===== src/rtl/usb_fsched_pkg.sv =====
// Shared types for the frame scheduler: slot transfer kinds and scan states.
package usb_fsched_pkg;
    typedef enum logic [1:0] {
        XFER_NONE = 2'b00,
        XFER_BULK = 2'b01,
        XFER_INTR = 2'b10,
        XFER_ISOC = 2'b11
    } xfer_e;

    typedef enum logic [1:0] {
        ST_WAIT  = 2'b00,
        ST_SCAN  = 2'b01,
        ST_GRANT = 2'b10
    } sched_st_e;
endpackage


===== src/rtl/usb_fsched_frame.sv =====
// Frame number keeper and per-frame token request.
// Assumes frame_tick is a single-cycle pulse; the request follows one cycle later.
module usb_fsched_frame #(
    parameter int FRAME_W = 11
) (
    input  logic               clk,
    input  logic               rst_n,
    input  logic               frame_tick,
    input  logic               low_speed,
    output logic [FRAME_W-1:0] frame_num,
    output logic               sof_req,
    output logic               keepalive_req
);
    // Advance the frame number and raise the speed-dependent request.
    always_ff @(posedge clk) begin
        if (!rst_n) begin
            frame_num     <= '0;
            sof_req       <= 1'b0;
            keepalive_req <= 1'b0;
        end else begin
            sof_req       <= frame_tick & ~low_speed;
            keepalive_req <= frame_tick & low_speed;
            if (frame_tick) begin
                frame_num <= frame_num + 1'b1;
            end
        end
    end
endmodule


===== src/rtl/usb_fsched_slot.sv =====
// One endpoint slot: decodes activity and runs the interval counter.
// The counter reloads to period-1 on a frame where it is zero and otherwise
// counts down; the due flag captures whether the current frame is a service frame.
// Assumes IVL_W >= IVL_FIELD_W and IVL_W >= ISO_EXP_MAX.
module usb_fsched_slot
    import usb_fsched_pkg::*;
#(
    parameter int IVL_FIELD_W = 8,
    parameter int ISO_EXP_MAX = 16,
    parameter int IVL_W       = 16
) (
    input  logic                   clk,
    input  logic                   rst_n,
    input  logic                   frame_tick,
    input  xfer_e                  xfer,
    input  logic [IVL_FIELD_W-1:0] ivl_field,
    input  logic                   dir_in,
    input  logic                   rx_req,
    input  logic                   tx_rdy,
    input  logic                   tx_fifo_ne,
    output logic                   active,
    output logic                   due
);
    localparam int EXP_W = $clog2(ISO_EXP_MAX + 1);

    logic [IVL_W-1:0] cnt;
    logic [IVL_W-1:0] reload;
    logic [IVL_W-1:0] one;
    logic [EXP_W-1:0] iso_exp;

    assign one = IVL_W'(1);

    // Activity from the direction-appropriate flags.
    assign active = (xfer != XFER_NONE) && (dir_in ? rx_req : (tx_rdy | tx_fifo_ne));

    // Clamp the isochronous exponent.
    assign iso_exp = (ivl_field > IVL_FIELD_W'(ISO_EXP_MAX)) ? EXP_W'(ISO_EXP_MAX)
                                                            : ivl_field[EXP_W-1:0];

    // Reload value (period minus one) for the configured kind.
    always_comb begin
        case (xfer)
            XFER_INTR: reload = (ivl_field == '0) ? '0
                                                  : IVL_W'(ivl_field - IVL_FIELD_W'(1));
            XFER_ISOC: reload = (one << iso_exp) - one;
            default:   reload = '0;
        endcase
    end

    // Count frames and latch the due flag at each boundary.
    always_ff @(posedge clk) begin
        if (!rst_n) begin
            cnt <= '0;
            due <= 1'b0;
        end else if (frame_tick) begin
            due <= (cnt == '0);
            cnt <= (cnt == '0) ? reload : cnt - 1'b1;
        end
    end
endmodule


===== src/rtl/usb_fsched_scan.sv =====
// Scan engine: walks slots in ascending order, one grant at a time.
// Periodic slots count only on the first pass of a frame; a boundary during an
// open grant is remembered and applied when the grant completes.
module usb_fsched_scan
    import usb_fsched_pkg::*;
#(
    parameter int NUM_EP = 4,
    parameter int IDX_W  = 2
) (
    input  logic              clk,
    input  logic              rst_n,
    input  logic              frame_tick,
    input  logic              xact_done,
    input  logic [NUM_EP-1:0] bulk_ok,
    input  logic [NUM_EP-1:0] per_ok,
    output logic              grant,
    output logic [IDX_W-1:0]  grant_ep
);
    sched_st_e        st;
    logic [IDX_W-1:0] idx;
    logic [IDX_W-1:0] nxt_idx;
    logic             first_pass;
    logic             pend;
    logic             last;
    logic             elig_now;

    assign last     = (idx == IDX_W'(NUM_EP - 1));
    assign nxt_idx  = last ? '0 : idx + 1'b1;
    assign elig_now = bulk_ok[idx] | (first_pass & per_ok[idx]);
    assign grant    = (st == ST_GRANT);
    assign grant_ep = idx;

    // Scan state machine.
    always_ff @(posedge clk) begin
        if (!rst_n) begin
            st         <= ST_WAIT;
            idx        <= '0;
            first_pass <= 1'b0;
            pend       <= 1'b0;
        end else begin
            case (st)
                ST_WAIT: begin
                    if (frame_tick) begin
                        st         <= ST_SCAN;
                        idx        <= '0;
                        first_pass <= 1'b1;
                    end
                end
                ST_SCAN: begin
                    if (frame_tick) begin
                        idx        <= '0;
                        first_pass <= 1'b1;
                    end else if (elig_now) begin
                        st <= ST_GRANT;
                    end else begin
                        idx <= nxt_idx;
                        if (last) first_pass <= 1'b0;
                    end
                end
                ST_GRANT: begin
                    if (xact_done) begin
                        st   <= ST_SCAN;
                        pend <= 1'b0;
                        if (frame_tick || pend) begin
                            idx        <= '0;
                            first_pass <= 1'b1;
                        end else begin
                            idx <= nxt_idx;
                            if (last) first_pass <= 1'b0;
                        end
                    end else if (frame_tick) begin
                        pend <= 1'b1;
                    end
                end
                default: st <= ST_WAIT;
            endcase
        end
    end
endmodule


===== src/rtl/usb_frame_sched.sv =====
// Top: frame keeper, one slot per endpoint, and the scan engine.
// Assumes xact_done is only asserted while a grant is open.
module usb_frame_sched
    import usb_fsched_pkg::*;
#(
    parameter int NUM_EP      = 4,
    parameter int FRAME_W     = 11,
    parameter int IVL_FIELD_W = 8,
    parameter int ISO_EXP_MAX = 16,
    parameter int IDX_W       = (NUM_EP > 1) ? $clog2(NUM_EP) : 1
) (
    input  logic                          clk,
    input  logic                          rst_n,
    input  logic                          frame_tick,
    input  logic                          low_speed,
    input  logic [2*NUM_EP-1:0]           ep_type,
    input  logic [IVL_FIELD_W*NUM_EP-1:0] ep_interval,
    input  logic [NUM_EP-1:0]             ep_dir_in,
    input  logic [NUM_EP-1:0]             ep_rx_req,
    input  logic [NUM_EP-1:0]             ep_tx_rdy,
    input  logic [NUM_EP-1:0]             ep_tx_fifo_ne,
    input  logic                          xact_done,
    output logic [FRAME_W-1:0]            frame_num,
    output logic                          sof_req,
    output logic                          keepalive_req,
    output logic                          grant,
    output logic [IDX_W-1:0]              grant_ep
);
    localparam int IVL_W = (ISO_EXP_MAX > IVL_FIELD_W) ? ISO_EXP_MAX : IVL_FIELD_W;

    logic [NUM_EP-1:0] bulk_ok;
    logic [NUM_EP-1:0] per_ok;

    usb_fsched_frame #(.FRAME_W(FRAME_W)) u_frame (
        .clk           (clk),
        .rst_n         (rst_n),
        .frame_tick    (frame_tick),
        .low_speed     (low_speed),
        .frame_num     (frame_num),
        .sof_req       (sof_req),
        .keepalive_req (keepalive_req)
    );

    for (genvar i = 0; i < NUM_EP; i++) begin : g_slot
        xfer_e kind;
        logic  act;
        logic  due;

        assign kind = xfer_e'(ep_type[2*i +: 2]);

        usb_fsched_slot #(
            .IVL_FIELD_W (IVL_FIELD_W),
            .ISO_EXP_MAX (ISO_EXP_MAX),
            .IVL_W       (IVL_W)
        ) u_slot (
            .clk        (clk),
            .rst_n      (rst_n),
            .frame_tick (frame_tick),
            .xfer       (kind),
            .ivl_field  (ep_interval[IVL_FIELD_W*i +: IVL_FIELD_W]),
            .dir_in     (ep_dir_in[i]),
            .rx_req     (ep_rx_req[i]),
            .tx_rdy     (ep_tx_rdy[i]),
            .tx_fifo_ne (ep_tx_fifo_ne[i]),
            .active     (act),
            .due        (due)
        );

        assign bulk_ok[i] = act && (kind == XFER_BULK);
        assign per_ok[i]  = act && due && (kind == XFER_INTR || kind == XFER_ISOC);
    end

    usb_fsched_scan #(.NUM_EP(NUM_EP), .IDX_W(IDX_W)) u_scan (
        .clk        (clk),
        .rst_n      (rst_n),
        .frame_tick (frame_tick),
        .xact_done  (xact_done),
        .bulk_ok    (bulk_ok),
        .per_ok     (per_ok),
        .grant      (grant),
        .grant_ep   (grant_ep)
    );
endmodule


===== config.mk =====
export PLATFORM = sky130hd
export DESIGN_NAME = usb_frame_sched
export DESIGN_NICKNAME = d
export VERILOG_FILES = /design/src/rtl/usb_fsched_pkg.sv /design/src/rtl/usb_fsched_frame.sv /design/src/rtl/usb_fsched_slot.sv /design/src/rtl/usb_fsched_scan.sv /design/src/rtl/usb_frame_sched.sv
export SDC_FILE = /design/constraint.sdc
export NUM_CORES = 1
export LEC_CHECK = 0
export ABC_AREA = 1
export BUFFER_PORTS_ARGS = -buffer_cell sky130_fd_sc_hd__buf_2
export CORE_MARGIN = 1.5
export CORE_UTILIZATION = 64
export CTS_CLUSTER_DIAMETER = 100
export DETAILED_ROUTE_END_ITERATION = 6
export PLACE_DENSITY = 0.95
export SETUP_SLACK_MARGIN = 0.15
export SLEW_MARGIN = 20
export SYNTH_ARGS = -nofsm -noshare
export SYNTH_HDL_FRONTEND = slang
export SYNTH_HIERARCHICAL = 1
export SYNTH_SLANG_ARGS = --single-unit

===== constraint.sdc =====
create_clock -name clk -period 6.5 [get_ports clk]
set_input_delay 1.3 -clock clk [delete_from_list [all_inputs] [get_ports clk]]
set_output_delay 1.3 -clock clk [all_outputs]
set_load 0.005 [all_outputs]

# Yosys cells after proc, flatten, opt, wreduce, memory -nomap -nowiden
# Index checks and enable logic that the tools add are counted.
# word_totals
reg_bits	87
latchBits	0
ramBits	0
mem_bits_ro	0
inputBits	61
out_inout_bits	16
mem_count	0
# classes
addsub	14
n_mul	0
n_div	0
n_lt_le_gt_ge	5
n_eq_ne	20
n_shift	4
mux	44
bitwise_logic	9
reduce_logical	39
# op_table
cell	count
two-way mux 16 bit	8
one-hot mux 16 bit (2 select lines)	4
subtractor 16 x 1 -> 16 bit, second input constant	8
zero test 16 bit	4
<< shifter 1 x 5 -> 16 bit, first input constant	4
subtractor 8 x 1 -> 9 bit, second input constant	4
greater-than comparator 8 x 5 -> 1 bit, second input constant	4
zero test 8 bit	4
== test 2 bit, second input constant	10
two-way mux 2 bit	10
two-way mux 5 bit	4
logical AND 1 bit	16
two-way mux 1 bit	13
one-hot mux 2 bit (3 select lines)	2
adder 11 x 1 -> 11 bit, second input constant	1
== test 2 x 1 -> 1 bit, second input constant	5
nonzero test 2 bit	5
AND reduction 4 bit	2
inequality test 2 bit, second input constant	3
logical OR 1 bit	5
OR 1 bit	5
binary-select mux 1 bit (select 2 bit)	2
AND 1 bit	3
less-than comparator 2 x 3 -> 1 bit, second input constant	1
other kinds (8)	8

# Logic depth before layout (Yosys ltp)
# depth
depth_word	12
mapped_depth	17
mapped_depth_nobuf	17

# Hierarchy
# Netlist, hierarchy kept.
# by_module_without_submodules
module	instances	cells_per_inst	area_per_inst_um2	seq_area_each_um2
usb_fsched_slot (g_slot[0].u_slot ...)	3	311	1924.3	340.3
usb_fsched_slot (g_slot[3].u_slot)	1	314	1894.3	340.3
usb_fsched_frame	1	79	579.3	260.2
usb_fsched_scan	1	84	539.3	120.1
usb_frame_sched	1	20	80.1	0.0

# Worst setup path before layout
# No wires, ideal clock.
# synth_timing
path_type	input to register
startpoint	in ep_interval[0]
endpoint	reg g_slot[0].u_slot.cnt[14]
setup_ps	66
arrival_time_ps	2967
required_time_ps	6434
path_slack_ps	3467
stages	15
path_buffers	0
cell_sequence	inv_1 ha_1 nand2_2 a21oi_2 nand2_1 nand2_2 ha_1 nand2_2 a21oi_4 nand2_2 inv_2 nand2_1 nand2_1 nand3_2 a21oi_2
# synth_via
elab_chain_len	6
# synth_rtl
item	line_no	rtl
start: declaration	usb_frame_sched.sv:17	input logic [IVL_FIELD_W*NUM_EP-1:0] ep_interval,
greater-than comparator 8 x 5 -> 1 bit	usb_fsched_slot.sv:37	assign iso_exp = (ivl_field > IVL_FIELD_W'(ISO_EXP_MAX)) ? EXP_W'(ISO_EXP_MAX)
two-way mux 5 bit	usb_fsched_slot.sv:37	
<< shifter 1 x 5 -> 16 bit	usb_fsched_slot.sv:45	XFER_ISOC: reload = (one << iso_exp) - one;
subtractor 16 x 1 -> 16 bit	usb_fsched_slot.sv:45	
one-hot mux 16 bit (2 select lines) *	usb_fsched_slot.sv:42	case (xfer)
two-way mux 16 bit *	usb_fsched_slot.sv:57	cnt <= (cnt == '0) ? reload : cnt - 1'b1;
end signal: assignment	usb_fsched_slot.sv:57	
end: declaration	usb_fsched_slot.sv:26	logic [IVL_W-1:0] cnt;
# Mark *: on every way between the ends. The rest lies on a longest branch, timed or not.
# A chain may end at the register's enable or synchronous reset.

# Final worst setup path
# layout_timing
startpoint	in ep_interval[8]
endpoint	reg g_slot[1].u_slot.cnt[8]
# layout_via
elab_chain_len	6
# layout_rtl
item	line_no
greater-than comparator 8 x 5 -> 1 bit	usb_fsched_slot.sv:37
two-way mux 5 bit	usb_fsched_slot.sv:37
<< shifter 1 x 5 -> 16 bit	usb_fsched_slot.sv:45
subtractor 16 x 1 -> 16 bit	usb_fsched_slot.sv:45
one-hot mux 16 bit (2 select lines) *	usb_fsched_slot.sv:42
two-way mux 16 bit *	usb_fsched_slot.sv:57
end signal: assignment	usb_fsched_slot.sv:57
end: declaration	usb_fsched_slot.sv:26
# Marked as above.

==> flow_summary_export.csv <==
group,metric,value,unit
clock_tree,clkSinkCount,87,
power_and_ir_drop,peakVddDrop,0.1442,mV
route,pre_antenna_drt_iters,7,
critical_path,worstPathMaxFanout,7,
route,detail_route.drc_violations,0,
clock_tree,insertion_delay,0.34,ns
layout,final_core_util,72.06,%
logic_synthesis,syn_nets,1514,
critical_path,worst_case_reg_to_reg_path_depth,8,
layout,fillCellCount,1040,
placed_design,gp_routability_congestion,1.016,
power_and_ir_drop,p_leak,4.481,nW
clock_tree,post_cts_buffers,0,
power_and_ir_drop,seq_power_share,35.5,%
route,postRouteWirelength,23440,um
route,vias_per_cell,5.925,
clock_tree,clock_tree.buffer_depth,2,
timing,hold_violations,0,
timing,finalMaxSlewViolations,0,
run_status,run_status,"completed",
clock_tree,htree_num_levels,3,
clock_tree,post_cts_resize_count,0,
logic_synthesis,synth_edf_count,0,
logic_synthesis,commonest_cells_in_the_synthesized_netlist,"nand2_1, inv_1, nor2_1",
grt,grtUsageTotal,32.25,%
logic_synthesis,postSynthRegisterBits,87,
timing,finalSetupTns,0,ns
logic_synthesis,async_set_or_reset_register_ratio_after_synthesis,0,%
timing,slew_headroom,56.95,%
floorplan,die_y,120.7,um
logic_synthesis,post_synth_main_area_contributors,"dfxtp_1, nand2_1, a21oi_1, inv_1, nor2_1",
timing,finalSetupViolations,0,
timing,final_min_period_over_clock_period,49.43,%
floorplan,ioPinCount,77,
clock_tree,cts_buf_count,9,
critical_path,worstPathCellList,"buf_2 > inv_1 > ha_1 > nand2_2 > a21oi_2 > nand2_1 > nand2_2 > ha_1 > nand2_2 > a21oi_4 > nand2_2 > o21ai_1 > nand3_1 > a21oi_1",
timing,timing.fmax,311.2,MHz
critical_path,critical-path-slowest-cell,"a21oi_2",
critical_path,timing.setup.critical_path_class,"input port to flop",
logic_synthesis,sequential_element_share_of_the_synthesized_area,19.64,%
logic_synthesis,synthesis.yosys.warnings,6,
grt,antenna_found_initial,1,
timing,final.setup_skew,0.007108,ns
logic_synthesis,postSynth.topFlopCell,"dfxtp_1",
grt,maximum_number_of_pins_on_one_net_before_global_route_repair,69,
grt,grt_pass1_vias,9103,
placed_design,numPlacedInstances,1656,
placed_design,io_buffers,76,
logic_synthesis,post-synth-top-count-cell,"nand2_1",
floorplan,chipWidth,120.7,um
layout,area_delta_synth_final,8.919,%
floorplan,die_area,14570,um^2
floorplan,initial_util,66.16,%
layout,stdcell_area,9657,um^2
route,detailroute.via_count,9907,
grt,grt_first_pass_wirelength,39550,um
timing,grt_setup_unrepaired,"false",
logic_synthesis,synthCells,1430,
floorplan,core_region_area,13400,um^2
power_and_ir_drop,clockPowerShare,31.5,%
power_and_ir_drop,power.density,188.8,nW/um^2
logic_synthesis,synth_cell_type_count,51,
timing,timing_worst_slew_pin_value,0.6457,ns
clock_tree,clockRootBuffer,"clkbuf_16",
power_and_ir_drop,power.share.switching,36.21,%
placed_design,dpl.hpwl,17370,um
route,route.antenna.remaining_nets,0,
critical_path,critical_path.max_stage_delay,0.29,ns
hold_path,hp-class,"flop to flop",
logic_synthesis,yosysTopAreaCellShare,19.64,%
hold_path,min_delay_path_depth,2,
critical_path,critPathArrivalTime,3.49,ns
layout,num-nets-final,1575,
placed_design,postPlaceCellArea,9323,um^2
power_and_ir_drop,power.internal,1.163,mW
critical_path,timing.critical_path.mode_cell,"nand2_2",
job,max_cap_viols,0,
grt,grt-ovfl-total,0,
logic_synthesis,syn-mean-instance-area,6.200,um^2
power_and_ir_drop,combPwrFrac,33.1,%
route,routedWlPerCell,14.02,um
floorplan,core.rowCount,42,
clock_tree,worst_setup_hold_path_clk_slew,0.06,ns
logic_synthesis,synth.cell_area,8866,um^2
clock_tree,hold_buffers,0,
clock_tree,clock_tree_from_tritoncts,"built",
critical_path,crit_path_start_kind,"input port",
critical_path,timing.critical_path.required,6.77,ns
logic_synthesis,yosysTopAreaCell,"dfxtp_1",
timing,post-route-min-period,3.213,ns
power_and_ir_drop,power.net_switching,660.1,uW
critical_path,worst_setup_path_end_kind,"flop",
layout,drive_gt1_share,19.13,%
layout,layout.cells.non_filler,1672,
route,drt_first_iter_violations,1080,
==> critical path, delay by kind of cell <==
family	cells	cell delay, ns
AO/OA/AOI/OAI	4	0.80
AND/OR/NAND/NOR	6	0.66
buffers and inverters	2	0.29
adder cells (fa/ha/maj)	2	0.43
==> power by group through the flow <==
stage	Clock [mW]	Combinational [mW]	Sequential [mW]
finish	0.574	0.603	0.647
global route	0.600	0.671	0.654
CTS	0.580	0.590	0.644
detailed placement	0	0.579	0.655
global placement	0	0.559	0.652
floorplan	0	0.465	0.638
==> cell usage in the layout (no fill, tap or decap), types with 5 or more instances in the layout <==
cell type | synthesis | final
inv_2 | 36 | 36
ha_1 | 23 | 23
xor2_1 | 35 | 35
o21ai_0 | 86 | 86
nor2_4 | 13 | 13
a21oi_1 | 126 | 126
nand2_4 | 5 | 5
buf_2 | 4 | 76
nand3_1 | 103 | 103
nand4_1 | 41 | 41
xnor2_1 | 18 | 18
o21ai_1 | 11 | 11
a31oi_1 | 7 | 7
a21oi_2 | 12 | 12
nor4_1 | 10 | 10
nand3_2 | 14 | 14
nand2_1 | 281 | 281
o22ai_1 | 8 | 8
dfxtp_1 | 87 | 87
clkbuf_16 | 0 | 9
inv_1 | 164 | 164
nor2_1 | 160 | 160
nor3_1 | 24 | 24
nand2_2 | 24 | 24
nand4_2 | 11 | 11
nor2_2 | 44 | 44
nor3_2 | 6 | 6
==> metal layers <==
layer	part of all wire [%]	GRT usage, %	vias to the layer above
met5	0	0	-
met4	3.1	13.90	0
met3	7.4	5.377	81
met2	48	54.87	492
met1	42	40.14	4467
li1	-	-	4867
==> flip-flops by register name, indices dropped and copies added, names as in the netlist <==
name and count:
g_slot.u_slot/cnt 64, u_frame/frame_num 11, g_slot.u_slot/due 4, u_scan/grant_ep 2, u_scan/st 2, u_frame/keepalive_req 1
u_frame/sof_req 1, u_scan/first_pass 1, u_scan/pend 1
==> final timing paths <==
path                              endpoint  slack, ns               startpoint
setup / recovery   g_slot[1].u_slot/cnt[8]       3.29           ep_interval[8]
hold / removal        g_slot[2].u_slot/due       0.49     g_slot[2].u_slot/due
setup reg to reg  g_slot[2].u_slot/cnt[13]       4.45  g_slot[2].u_slot/cnt[0]
hold reg to reg       g_slot[2].u_slot/due       0.49     g_slot[2].u_slot/due
==> stage by stage <==
step                      total power [mW]  hold WS, ns  worst slack (ns)
after floorplan                      1.103       0.4453             3.467
after global placement               1.211       0.4550             3.177
after detailed placement             1.233       0.4710             3.026
after CTS                            1.813       0.4804             3.373
after global routing                 1.926       0.5035             3.130
final                                1.823       0.4936             3.287
==> kinds of logic after synthesis <==
family | share of synthesized area (%)
XOR/XNOR | 5.236
adder cells (fa/ha/maj) | 3.246
flip-flops | 19.64
AND/OR/NAND/NOR | 43.10
buffers and inverters | 10.67
AO/OA/AOI/OAI | 18.11
==> layout make-up <==
class | count | area (um^2) | share of cell area (%)
Inverter | 206 | 779.5 | 8.072
Timing Repair Buffer | 79 | 402.9 | 4.172
Antenna cell | 1 | 2.502 | 0.02591
Clock inverter | 3 | 65.06 | 0.6737
Sequential cell | 87 | 1742 | 18.04
Multi-Input combinational cell | 1108 | 6178 | 63.98
Tap cell | 176 | 220.2 | 2.280
Clock buffer | 12 | 266.5 | 2.760
Power figures use the tool's default switching activity.
